==> config.mk <==
export PLATFORM = sky130hd
export DESIGN_NAME = hsrc_conn_ctrl
export DESIGN_NICKNAME = d
export VERILOG_FILES = /design/src/rtl/hsrc_pkg.sv /design/src/rtl/hsrc_rst_sync.sv /design/src/rtl/hsrc_resp_counter.sv /design/src/rtl/hsrc_conn_fsm.sv /design/src/rtl/hsrc_out_decode.sv /design/src/rtl/hsrc_conn_ctrl.sv
export SDC_FILE = /design/constraint.sdc
export NUM_CORES = 1
export LEC_CHECK = 0
export CORE_MARGIN = 2
export CORE_UTILIZATION = 40
export CTS_BUF_LIST = sky130_fd_sc_hd__clkbuf_8
export CTS_CLUSTER_DIAMETER = 40
export DETAILED_ROUTE_END_ITERATION = 8
export DONT_BUFFER_PORTS = 1
export HOLD_SLACK_MARGIN = 0.03
export RECOVER_POWER = 25
export SYNTH_ARGS = -nofsm -noshare
export SYNTH_HDL_FRONTEND = slang
export SYNTH_SLANG_ARGS = --single-unit
==> constraint.sdc <==
create_clock -name clk -period 2.3 [get_ports clk]
set_clock_uncertainty 0.05 [all_clocks]
set_input_delay 0.46 -clock clk [delete_from_list [all_inputs] [get_ports clk]]
set_output_delay 0.46 -clock clk [all_outputs]
set_load 0.02 [all_outputs]
==> src/rtl/hsrc_pkg.sv <==
package hsrc_pkg;

  typedef enum logic [3:0] {
    ST_HOLD,
    ST_IDLE,
    ST_REQ,
    ST_RESP,
    ST_REJECT,
    ST_LINKED,
    ST_ILLTERM,
    ST_TERMCON,
    ST_ABORT,
    ST_DSTERR,
    ST_SRCERR,
    ST_LOST,
    ST_NODEST
  } conn_state_e;

  localparam logic [2:0] MODE_RESET = 3'b000;
  localparam logic [2:0] MODE_RUN   = 3'b001;
  localparam logic [2:0] MODE_WAIT  = 3'b010;

endpackage

==> src/rtl/hsrc_rst_sync.sv <==
module hsrc_rst_sync #(
  parameter int STAGES = 2
) (
  input  logic clk,
  input  logic rst_n,
  output logic rst_sync_n
);

  logic [STAGES-1:0] sync_q;

  always_ff @(posedge clk or negedge rst_n) begin
    if (!rst_n) begin
      sync_q <= '0;
    end else begin
      sync_q <= {sync_q[STAGES-2:0], 1'b1};
    end
  end

  assign rst_sync_n = sync_q[STAGES-1];

endmodule

==> src/rtl/hsrc_resp_counter.sv <==
module hsrc_resp_counter #(
  parameter int ACCEPT_CYCLES = 17,
  localparam int CW = $clog2(ACCEPT_CYCLES + 1)
) (
  input  logic          clk,
  input  logic          rst_n,
  input  logic          connect_i,
  output logic [CW-1:0] count_o
);

  localparam logic [CW-1:0] CMAX = CW'(ACCEPT_CYCLES);

  logic [CW-1:0] cnt_q, cnt_d;
  logic          cnt_en;

  // Counts consecutive CONNECT cycles, saturating at the accept threshold.
  always_comb begin
    cnt_en = connect_i || (cnt_q != '0);
    if (!connect_i) begin
      cnt_d = '0;
    end else if (cnt_q == CMAX) begin
      cnt_d = cnt_q;
    end else begin
      cnt_d = cnt_q + 1'b1;
    end
  end

  always_ff @(posedge clk or negedge rst_n) begin
    if (!rst_n) begin
      cnt_q <= '0;
    end else if (cnt_en) begin
      cnt_q <= cnt_d;
    end
  end

  assign count_o = cnt_q;

endmodule

==> src/rtl/hsrc_conn_fsm.sv <==
module hsrc_conn_fsm
  import hsrc_pkg::*;
#(
  parameter int ACCEPT_CYCLES = 17,
  parameter int REJECT_MIN    = 3,
  localparam int CW = $clog2(ACCEPT_CYCLES + 1)
) (
  input  logic          clk,
  input  logic          rst_n,
  input  logic          conn_req_i,
  input  logic [2:0]    mode_i,
  input  logic          connect_i,
  input  logic          ready_i,
  input  logic          present_i,
  input  logic [CW-1:0] count_i,
  output conn_state_e   state_o
);

  localparam logic [CW-1:0] ACC_LAST = CW'(ACCEPT_CYCLES - 1);
  localparam logic [CW-1:0] REJ_MIN  = CW'(REJECT_MIN);

  conn_state_e st_q, st_d;
  logic        hold_mode;

  always_comb begin
    hold_mode = (mode_i != MODE_RUN);
    st_d      = st_q;
    if (hold_mode) begin
      st_d = present_i ? ST_HOLD : ST_NODEST;
    end else if (st_q == ST_NODEST || st_q == ST_LOST) begin
      st_d = st_q;
    end else if (!present_i) begin
      st_d = ST_LOST;
    end else begin
      unique case (st_q)
        ST_HOLD: st_d = ST_IDLE;
        ST_IDLE: if (conn_req_i) st_d = ST_REQ;
        ST_REQ: begin
          if (!conn_req_i)    st_d = ST_ABORT;
          else if (ready_i)   st_d = ST_DSTERR;
          else if (connect_i) st_d = ST_RESP;
        end
        ST_RESP: begin
          if (!conn_req_i)             st_d = ST_ABORT;
          else if (ready_i)            st_d = ST_DSTERR;
          else if (connect_i)          st_d = (count_i >= ACC_LAST) ? ST_LINKED : ST_RESP;
          else if (count_i >= REJ_MIN) st_d = ST_REJECT;
          else                         st_d = ST_REQ;
        end
        ST_REJECT: if (!conn_req_i) st_d = ST_IDLE;
        ST_LINKED: begin
          if (!conn_req_i)     st_d = ST_TERMCON;
          else if (!connect_i) st_d = ST_ILLTERM;
        end
        ST_ILLTERM: begin
          if (connect_i || ready_i) st_d = ST_DSTERR;
          else if (!conn_req_i)     st_d = ST_IDLE;
        end
        ST_TERMCON, ST_ABORT: begin
          if (conn_req_i)      st_d = ST_SRCERR;
          else if (!connect_i) st_d = ST_IDLE;
        end
        ST_DSTERR, ST_SRCERR: if (!conn_req_i && !connect_i) st_d = ST_IDLE;
        default: st_d = ST_HOLD;
      endcase
    end
  end

  always_ff @(posedge clk or negedge rst_n) begin
    if (!rst_n) begin
      st_q <= ST_HOLD;
    end else begin
      st_q <= st_d;
    end
  end

  assign state_o = st_q;

endmodule

==> src/rtl/hsrc_out_decode.sv <==
module hsrc_out_decode
  import hsrc_pkg::*;
(
  input  conn_state_e state_i,
  input  logic        connect_i,
  output logic        request_o,
  output logic        avail_o,
  output logic        conn_out_o,
  output logic        acc_rej_o,
  output logic        seq_err_o,
  output logic        err_src_o
);

  always_comb begin
    request_o  = 1'b0;
    avail_o    = 1'b1;
    conn_out_o = 1'b0;
    acc_rej_o  = 1'b0;
    seq_err_o  = 1'b0;
    err_src_o  = 1'b0;
    unique case (state_i)
      ST_REQ, ST_RESP: request_o = 1'b1;
      ST_LINKED: begin
        request_o  = 1'b1;
        conn_out_o = connect_i;
        acc_rej_o  = 1'b1;
      end
      ST_ILLTERM, ST_TERMCON: begin
        conn_out_o = connect_i;
        acc_rej_o  = 1'b1;
      end
      ST_REJECT: conn_out_o = 1'b1;
      ST_DSTERR: seq_err_o = 1'b1;
      ST_SRCERR: begin
        seq_err_o = 1'b1;
        err_src_o = 1'b1;
      end
      ST_LOST, ST_NODEST: avail_o = 1'b0;
      default: ;
    endcase
  end

endmodule

==> src/rtl/hsrc_conn_ctrl.sv <==
module hsrc_conn_ctrl
  import hsrc_pkg::*;
#(
  parameter int ACCEPT_CYCLES = 17,
  parameter int REJECT_MIN    = 3,
  parameter int SYNC_STAGES   = 2,
  localparam int CW = $clog2(ACCEPT_CYCLES + 1)
) (
  input  logic       clk,
  input  logic       rst_n,
  input  logic       host_conn_req_i,
  input  logic [2:0] mode_sel_i,
  input  logic       dst_connect_i,
  input  logic       dst_ready_i,
  input  logic       dst_present_i,
  output logic       chan_request_o,
  output logic       dst_avail_o,
  output logic       conn_out_o,
  output logic       acc_rej_o,
  output logic       seq_err_o,
  output logic       err_src_o
);

  logic          rst_int_n;
  logic [CW-1:0] run_cnt;
  conn_state_e   state;

  hsrc_rst_sync #(.STAGES(SYNC_STAGES)) u_rst_sync (
    .clk        (clk),
    .rst_n      (rst_n),
    .rst_sync_n (rst_int_n)
  );

  hsrc_resp_counter #(.ACCEPT_CYCLES(ACCEPT_CYCLES)) u_cnt (
    .clk       (clk),
    .rst_n     (rst_int_n),
    .connect_i (dst_connect_i),
    .count_o   (run_cnt)
  );

  hsrc_conn_fsm #(
    .ACCEPT_CYCLES (ACCEPT_CYCLES),
    .REJECT_MIN    (REJECT_MIN)
  ) u_fsm (
    .clk        (clk),
    .rst_n      (rst_int_n),
    .conn_req_i (host_conn_req_i),
    .mode_i     (mode_sel_i),
    .connect_i  (dst_connect_i),
    .ready_i    (dst_ready_i),
    .present_i  (dst_present_i),
    .count_i    (run_cnt),
    .state_o    (state)
  );

  hsrc_out_decode u_dec (
    .state_i    (state),
    .connect_i  (dst_connect_i),
    .request_o  (chan_request_o),
    .avail_o    (dst_avail_o),
    .conn_out_o (conn_out_o),
    .acc_rej_o  (acc_rej_o),
    .seq_err_o  (seq_err_o),
    .err_src_o  (err_src_o)
  );

endmodule

Word level (Yosys, flattened, before mapping) --
Index checks and enable logic that the tools add are counted.
Storage, ports and cells: logic and storage cells 71, register bits 11, memory bits (writable) 0, bits in latches 0, memories 0, ROM bits 0, bits of input ports 9, output and inout port bits 6
Operators by class: bitwise gates (word level) 0, multiplexer cells 29, reduce and logical (&&, ||, !) cells 15, $mul 0, magnitude comparators 2, shift operators 0, div/mod/pow operators 0, equality and inequality tests 21, add/subtract/negate cells 1
Operator list (number):
- two-way mux 4 bit | 18
- case mux 4 bit (9 select lines) | 1
- == test 4 bit, second input constant | 5
- == test 4 x 3 -> 1 bit, second input constant | 4
- two-way mux 5 bit | 2
- == test 4 x 2 -> 1 bit, second input constant | 2
- two-way mux 3 bit | 2
- inequality test 6 bit, second input constant | 1
- AND reduction 6 bit | 1
- OR reduction 2 bit | 3
- OR reduction 3 bit | 2
- adder 5 x 1 -> 5 bit, second input constant | 1
- == test 5 bit, second input constant | 1
- >= comparator 5 x 2 -> 1 bit, second input constant | 1
- >= comparator 5 bit, second input constant | 1
- two-way mux 1 bit | 5
- inequality test 5 x 4 -> 1 bit, second input constant | 1
- inequality test 5 bit, second input constant | 1
- nonzero test 5 bit | 1
- == test 4 x 1 -> 1 bit, second input constant | 1
- zero test 4 bit | 1
- inequality test 4 x 2 -> 1 bit, second input constant | 1
- inequality test 4 x 3 -> 1 bit, second input constant | 1
- logical OR 1 bit | 3
- other kinds (7) | 8

Depth between registers and ports, before layout --
Gate-level depths: netlist (run 1).
word-level depth 9, depth in mapped cells 7, gate-level depth less buffers 7

Modules after synthesis --
From an unflattened synthesis (run 1), not the netlist that was laid out.
Second synthesis, totals: cells, all modules 119, area total of the unflattened synthesis 999.7 µm²
Modules (own cells, without submodules):
- hsrc_conn_fsm | area an instance 574.3 µm², times used 1, seq. area each 100.1 µm², cells an instance 76
- hsrc_resp_counter | area an instance 289.0 µm², times used 1, seq. area each 125.1 µm², cells an instance 28
- hsrc_out_decode | area an instance 82.6 µm², times used 1, seq. area each 0.0 µm², cells an instance 12
- hsrc_rst_sync | area an instance 53.8 µm², times used 1, seq. area each 50.0 µm², cells an instance 3

Least setup slack after synthesis (run 1) --
Ideal clock, no wire load.
path kind register to output, start point register u_fsm.st_q[3], in the netlist u_fsm.state_o[3], end point output port err_src_o, required time 1790 ps, cell stages (with the launch flop) 5, path buffers 2, data arrival time 1470 ps, slack 320 ps, cells stage by stage dfrtp_1 -> buf_2 -> buf_4 -> inv_1 -> nor4b_1
On the way: word-level cells in the longest chain between the ends 2
RTL lines:
- start: declaration | line hsrc_conn_fsm.sv:22 | conn_state_e st_q, st_d;
- start signal: assignment | line hsrc_conn_fsm.sv:73 | st_q <= st_d;
- == test 4 bit | line hsrc_out_decode.sv:21 | unique case (state_i)
- two-way mux 1 bit | line hsrc_out_decode.sv:21
- end: declaration | line hsrc_conn_ctrl.sv:21 | output logic err_src_o
Every way passes these cells.

Final worst setup path (run 1) --
start point register u_fsm.st_q[2], in the netlist u_fsm.state_o[2], end point output port chan_request_o
On the way: word-level cells in the longest chain between the ends 3, elaborated cells between the ends (all ways) 5, those cells by class eq/ne (3); mux (1); reduce/logical (1)
RTL lines:
- == test 4 x 2 -> 1 bit or == test 4 x 3 -> 1 bit (tied branches) | line hsrc_out_decode.sv:21
- OR reduction 3 bit (no source line) *
- two-way mux 1 bit * | line hsrc_out_decode.sv:21
- end: declaration | line hsrc_conn_ctrl.sv:16 | output logic chan_request_o,
Mark *: on every way between the ends. The rest lies on a longest branch, timed or not.

==> results of run 1 <==
[Yosys cell counts (all sizes together), types with 4 or more instances]
library cell,n,share of area (%)
o21ai,9,4.5
nor3b,5,3.9
inv,4,1.4
buf,10,6.8
a21oi,7,3.6
xnor2,4,3.2
nand3,4,1.8
dfrtp,11,25
nor2,16,6.0
[worst max-delay path, stage by stage (launching register included)]
cell	delay [ns]
dfrtp_1	0.62
buf_4	0.23
nand2_1	0.05
nor2_1	0.10
a21oi_1	0.05
nor2_1	0.33
[registers in the layout, indices dropped and copies added (netlist names)]
| signal | count |
|---|---|
| u_fsm.state_o | 4 |
| u_cnt.count_o | 5 |
| u_rst_sync.sync_q | 2 |
[logic make-up after synthesis]
kind of cell             share of synthesized area (%)
AO/OA/AOI/OAI                                     27.6
XOR/XNOR                                          3.21
adder cells (fa/ha/maj)                           3.44
buffers and inverters                             8.13
flip-flops                                        25.2
multiplexers                                      3.78
other                                            0.343
AND/OR/NAND/NOR                                   28.3
[area by class of cell]
class	count	area, um^2
multi-input cells	103	728
well taps	30	37.5
clock inverters	1	3.75
flip-flops and latches	11	275
fillers	261	1390
inverters	4	15.0
clock buffers	3	41.3
repair buffers	4	32.5
[what timing repair did]
action / in CTS / in global routing
resized for setup: 0 / 0
endpoints found under the hold margin: 2 / 0
hold buffers: 1 / 0
[per-layer routing]
layer  wire, um  up-vias
met3        157        0
met1       1130      472
li1           -      479
met2       1080       38
met4          0        0
met5          0        -
[where the power goes]
group | switching [W] | internal [W] | total, W
Sequential | 0.0000488 | 0.000217 | 0.000265
Clock | 0.0000625 | 0.000116 | 0.000179
Combinational | 0.0000813 | 0.0000784 | 0.000160
Total | 0.000193 | 0.000411 | 0.000604
[how the worst min path moves through the flow]
stage                                    start  slack [ns]               end
after detailed placement  u_rst_sync.sync_q[1]         0.1  u_fsm.state_o[0]
final                     u_rst_sync.sync_q[1]        0.09  u_fsm.state_o[3]
after global routing      u_rst_sync.sync_q[1]        0.13  u_cnt.count_o[4]
after floorplan           u_rst_sync.sync_q[1]        0.06  u_cnt.count_o[0]
after CTS                 u_rst_sync.sync_q[1]         0.1  u_fsm.state_o[0]
after global placement    u_rst_sync.sync_q[1]        0.09  u_fsm.state_o[3]
[through the flow]
stage	worst slack [ns]	std cells	cell area, um^2	total power, W	hold slack, ns
final	0.161	156	1130	0.000604	0.0856
after global routing	0.0312	156	1130	0.000649	0.128
after CTS	0.160	156	1130	0.000610	0.0981
after detailed placement	0.310	151	1080	0.000425	0.0972
after global placement	0.378	151	1080	0.000417	0.0949
after floorplan	0.320	128	1090	0.000400	0.0578
==> out/results.tsv, run 1 <==
stage	metric	value	unit
outcome	status	finished clean	
placed_design	globalplace.congestion	0.831	
finish	final_nets	139	
finish	final_common_cell	nor2_1	
placed_design	io_buffer_count	0	
timing	worst_pin_slew	0.642	ns
timing	rsz0062_at_grt	no	
finish	diodes	0	
finish	final_core_util	44.9	%
grt	grtUsageMet1	22.5	%
critical_path	r2r_slack	0.29	ns
power_and_ir_drop	powerDensity	533	mW/mm^2
timing	finalSetupViolCount	0	
critical_path	crit_type	reg -> out	
critical_path	cp.arrival	1.63	ns
clock_tree	htree_levels	1	
finish	layout-drive-gt1-share	11.9	%
synth	synth_cell_types	51	
floorplan	die_x	56.3	um
synth	ys.flop_type	dfrtp_1	
grt	grt_pass1_vias	872	
critical_path	cp.required	1.79	ns
job	maxCapViolCount	0	
timing	fin_setup_tns	0	ns
clock_tree	cts_buffer_depth	2	
finish	layout_common_cells	nor2_1 (14), dfrtp_1 (11), o21ai_0 (7)	
synth	avgSynthCellArea	8.53	um^2
detailed_routing	drt_pass1_iterations	4	
grt	grt_pass1_wl	4010	um
critical_path	reg2reg_depth	5	
grt	grt_start_max_net_pins	24	
critical_path	rr_startpoint	u_fsm.state_o[1]	
clock_tree	cts_setup_buffers	0	
timing	layout_min_cycle_time	2.14	ns
detailed_routing	wl	2360	um
critical_path	critPathLaunch	u_fsm.state_o[2]	
clock_tree	cts_root_buffer	clkbuf_8	
hold_path	hold_class	reg -> async	
detailed_routing	ant_nets	0	
clock_tree	cts_tree	done	
clock_tree	clk_pin_slew	0.05	ns
grt	grt_util_met3	0.922	%
detailed_routing	vias_per_cell	6.34	
floorplan	core	0.00252	mm^2
timing	post-route-period-util	93.0	%
detailed_routing	drc	0	
grt	use_met2	23.7	%
critical_path	cp-endpoint	chan_request_o	
timing	slew_violations	0	
floorplan	io_pins	15	
grt	overflow	0	
clock_tree	numCtsBuffers	3	
clock_tree	worstSkewPairLatency	0.23	ns
grt	grt_usage	15.0	%
critical_path	cp_max_fo	16	
power_and_ir_drop	leakagePower	0.450	nW
floorplan	fp-row-count	18	
clock_tree	cts_sinks	11	
synth	ys_seq_area_share	25.2	%
floorplan	start_util	43.3	%
detailed_routing	drt_iter0_markers	48	
detailed_routing	avgRoutedWirePerCell	15.1	um
grt	top_usage_layer	met2	
synth	syn_inst	128	
finish	syn2layout_area_growth	3.78	%
floorplan	die_area	0.00316	mm^2
critical_path	end_kind	primary output	
grt	antenna_found_initial	0	
synth	synth-async-reset-ratio	100	%
placed_design	dp_hpwl	1710	um
timing	timing.fmax	0.468	GHz
floorplan	die_h	56.3	um
synth	syn-cell-area	0.00109	mm^2
timing	relSlewSlack	57.2	%
power_and_ir_drop	ir_worst_vdd	0.000395	V
synth	syn_nets	140	
detailed_routing	vias	989	
critical_path	r2r-end	u_fsm.state_o[2]	
synth	synth_edf_count	0	
critical_path	setup.worst_path.start_class	flop	
synth	synth_seq_cells	11	
timing	hold_viol_final	0	
synth	ys_warn_count	0	
Power figures use the tool's default switching activity.
==> run 2, diff against run 1 <==
- ABC_AREA: default -> 1
==> run 2 against run 1 <==
  * Sequential power grew 2%
  * Routed wire length fell by 2.6%
  * Critical path depth fell by 2
  * Area after synthesis shrank 11%
  * Worst hold slack improved by 0.020 ns
  * Combinational power grew 29%
  * Die area decreased by 10%
  * Power grew 9.2%
  * Critical path type unchanged
  * Largest power group unchanged
==> out/results.tsv, run 2 <==
stage	metric	value	unit	change
synth	ys_warn_count	0		unchanged
grt	grt_pass1_wl	3930	um	was 4010 um
timing	timing.fmax	0.521	GHz	was 0.468 GHz
synth	netlist_top_cells_area	dfrtp_1 (28%), nand2_1 (20%), nand3_1 (11%)		was dfrtp_1 (25%), nor2_1 (4.8%), ha_1 (3.4%)
clock_tree	worstSkewPairLatency	0.23	ns	about the same
synth	yosys-top-cells-count	nand2_1 (51), nor2_1 (25), nand3_1 (22)		was nor2_1 (14), dfrtp_1 (11), o21ai_0 (7)
synth	syn_inst	162		was 128
timing	finalSetupViolCount	0		unchanged
timing	layout_min_cycle_time	1.92	ns	was 2.14 ns
placed_design	globalplace.congestion	0.829		was 0.831
power_and_ir_drop	ir_worst_vdd	0.000444	V	was 0.000395 V
floorplan	die_x	53.3	um	was 56.3 um
critical_path	cp.required	1.79	ns	about the same
critical_path	end_kind	primary output		unchanged
finish	syn2layout_area_growth	7.59	%	was 3.78%
critical_path	setup.worst_path.start_class	flop		unchanged
synth	synth-async-reset-ratio	100	%	unchanged
finish	layout-drive-gt1-share	8.48	%	was 11.9%
synth	synth_edf_count	0		unchanged
clock_tree	cts_buffer_depth	2		unchanged
finish	largest_reg_flops	5		unchanged
placed_design	dp_hpwl	1850	um	was 1710 um
detailed_routing	drt_iter0_markers	51		was 48
finish	diodes	0		unchanged
grt	grt_start_max_net_pins	10		was 24
detailed_routing	drt_pass1_iterations	4		unchanged
grt	grt_pass1_vias	907		was 872
finish	layout_common_cells	nand2_1 (51), nor2_1 (25), nand3_1 (22)		was nor2_1 (14), dfrtp_1 (11), o21ai_0 (7)
synth	synth_seq_cells	11		unchanged
grt	overflow	0		unchanged
floorplan	die_area	0.00284	mm^2	was 0.00316 mm^2
clock_tree	clk_pin_slew	0.05	ns	about the same
synth	syn_nets	174		was 140
grt	antenna_found_initial	0		unchanged
synth	synth_top_area_share	28.3	%	was 25.2%
synth	synth_cell_types	22		was 51
floorplan	start_util	43.1	%	was 43.3%
hold_path	hold_class	reg -> async		unchanged
power_and_ir_drop	leakagePower	0.560	nW	was 0.450 nW
critical_path	cp.arrival	1.41	ns	was 1.63 ns
synth	avgSynthCellArea	6.00	um^2	was 8.53 um^2
detailed_routing	drc	0		unchanged
detailed_routing	wl	2300	um	was 2360 um
floorplan	core	0.00225	mm^2	was 0.00252 mm^2
clock_tree	htree_levels	1		unchanged
detailed_routing	vias_per_cell	5.09		was 6.34
detailed_routing	ant_nets	0		unchanged
timing	post-route-period-util	83.5	%	was 93.0%
clock_tree	cts_sinks	11		unchanged
synth	post-synth-top-count-cell	nand2_1		was nor2_1
clock_tree	cts_resized	0		unchanged
floorplan	io_pins	15		unchanged
floorplan	die_h	53.3	um	was 56.3 um
critical_path	cp_max_fo	7		was 16
job	maxCapViolCount	0		unchanged
finish	fin_cells	193		was 156
timing	hold_viol_final	0		unchanged
grt	grt_usage	18.7	%	was 15.0%
synth	ys.flop_type	dfrtp_1		unchanged
timing	rsz0062_at_grt	no		unchanged
detailed_routing	vias	983		was 989
critical_path	crit_type	reg -> out		unchanged
finish	final_common_cell	nand2_1		was nor2_1
detailed_routing	avgRoutedWirePerCell	11.9	um	was 15.1 um
clock_tree	numCtsBuffers	3		unchanged
placed_design	dp.cells	188		was 151
power_and_ir_drop	powerDensity	631	mW/mm^2	was 533 mW/mm^2
clock_tree	cts_tree	done		unchanged
synth	syn-cell-area	972	um^2	was 0.00109 mm^2
floorplan	fp-row-count	17		was 18
finish	final_nets	178		was 139
synth	ys_seq_area_share	28.3	%	was 25.2%
clock_tree	cts_root_buffer	clkbuf_8		unchanged
clock_tree	cts_setup_buffers	0		unchanged
timing	slew_violations	0		unchanged
synth	synth_top_area_cell	dfrtp_1		unchanged
finish	fillers	265		was 261
placed_design	io_buffer_count	0		unchanged
timing	fin_setup_tns	0	ns	unchanged
outcome	status	finished clean		unchanged
==> run 2: cell count changes after synthesis, moves of 11 or more <==
cell	change
inv_1	+14
nand2_1	+49
nand3_1	+18
nor2_1	+11
==> run 2: layout make-up <==
cell class	instances	area, um^2	share of cell area (%)
Multi-Input combinational cell	127	598	57.2
Tap cell	28	35.0	3.35
Timing Repair Buffer	1	10.0	0.957
Inverter	22	82.6	7.89
Clock buffer	3	41.3	3.95
Sequential cell	11	275	26.3
Clock inverter	1	3.75	0.359
==> run 2: where the power goes <==
part	leakage (nW)	internal (W)	switching, W
logic	0.393	0.0000800	0.000126
clock network	0.0269	0.000117	0.0000682
registers	0.140	0.000227	0.0000418
==> run 2: logic make-up (layout without fill, tap and decap cells) <==
group / after synthesis / count (layout) / share of synthesized area, %
and+or+nand+nor: 107 / 107 / 47.7
buffers and inverters: 24 / 27 / 10.2
AOI/OAI and AO/OA: 14 / 14 / 7.72
DFF: 11 / 11 / 28.3
adders and majority gates: 3 / 3 / 3.86
xor gates and xnor gates: 2 / 2 / 1.80
other: 1 / 1 / 0.386
==> run 2: path summary, 6_finish.rpt <==
kind | startpoint | endpoint | slack (ns) | cells past startpoint
worst max-delay path | u_fsm.state_o[1] | conn_out_o | 0.38 | 3
worst min-delay path | u_rst_sync.sync_q[1] | u_cnt.count_o[3] | 0.11 | 0
worst max register to register | u_fsm.state_o[0] | u_fsm.state_o[2] | 0.67 | 8
worst min register to register | u_rst_sync.sync_q[1] | u_cnt.count_o[3] | 0.11 | 0
max in group asynchronous | rst_n | u_rst_sync.sync_q[0] | 1.67 | 1
min in group clk | u_rst_sync.sync_q[0] | u_rst_sync.sync_q[1] | 0.31 | 0
==> run 2: stage by stage <==
stage | hold slack [ns] | worst slack [ns] | power (W) | utilization [%] | instance area (um^2)
final | 0.105 | 0.380 | 0.000660 | 46.4 | 1050
after CTS | 0.120 | 0.374 | 0.000668 | 46.4 | 1050
after global placement | 0.114 | 0.651 | 0.000472 | 44.0 | 991
after detailed placement | 0.114 | 0.630 | 0.000476 | 44.0 | 991
after floorplan | 0.0578 | 0.732 | 0.000436 | - | 972
after global routing | 0.143 | 0.270 | 0.000717 | 46.4 | 1050
==> run 2: metal layers <==
metal | track usage [%] | vias to the layer above | share of wire (%)
li1 | - | 515 | -
met1 | 26.9 | 429 | 48
met2 | 28.0 | 35 | 43
met3 | 3.11 | 4 | 7.3
met4 | 6.41 | 0 | 1.0
met5 | 0 | - | 0
==> run 2: critical path, stage by stage (launching register included) <==
cell     delay [ns]
dfrtp_1        0.46
nor2_1         0.25
inv_1          0.09
a21oi_1        0.38
==> run 2: timing repair <==
item | in CTS | in global routing
endpoints found under the hold margin | 2 | 0
setup endpoints to repair | 0 | 0
hold buffers | 1 | 0
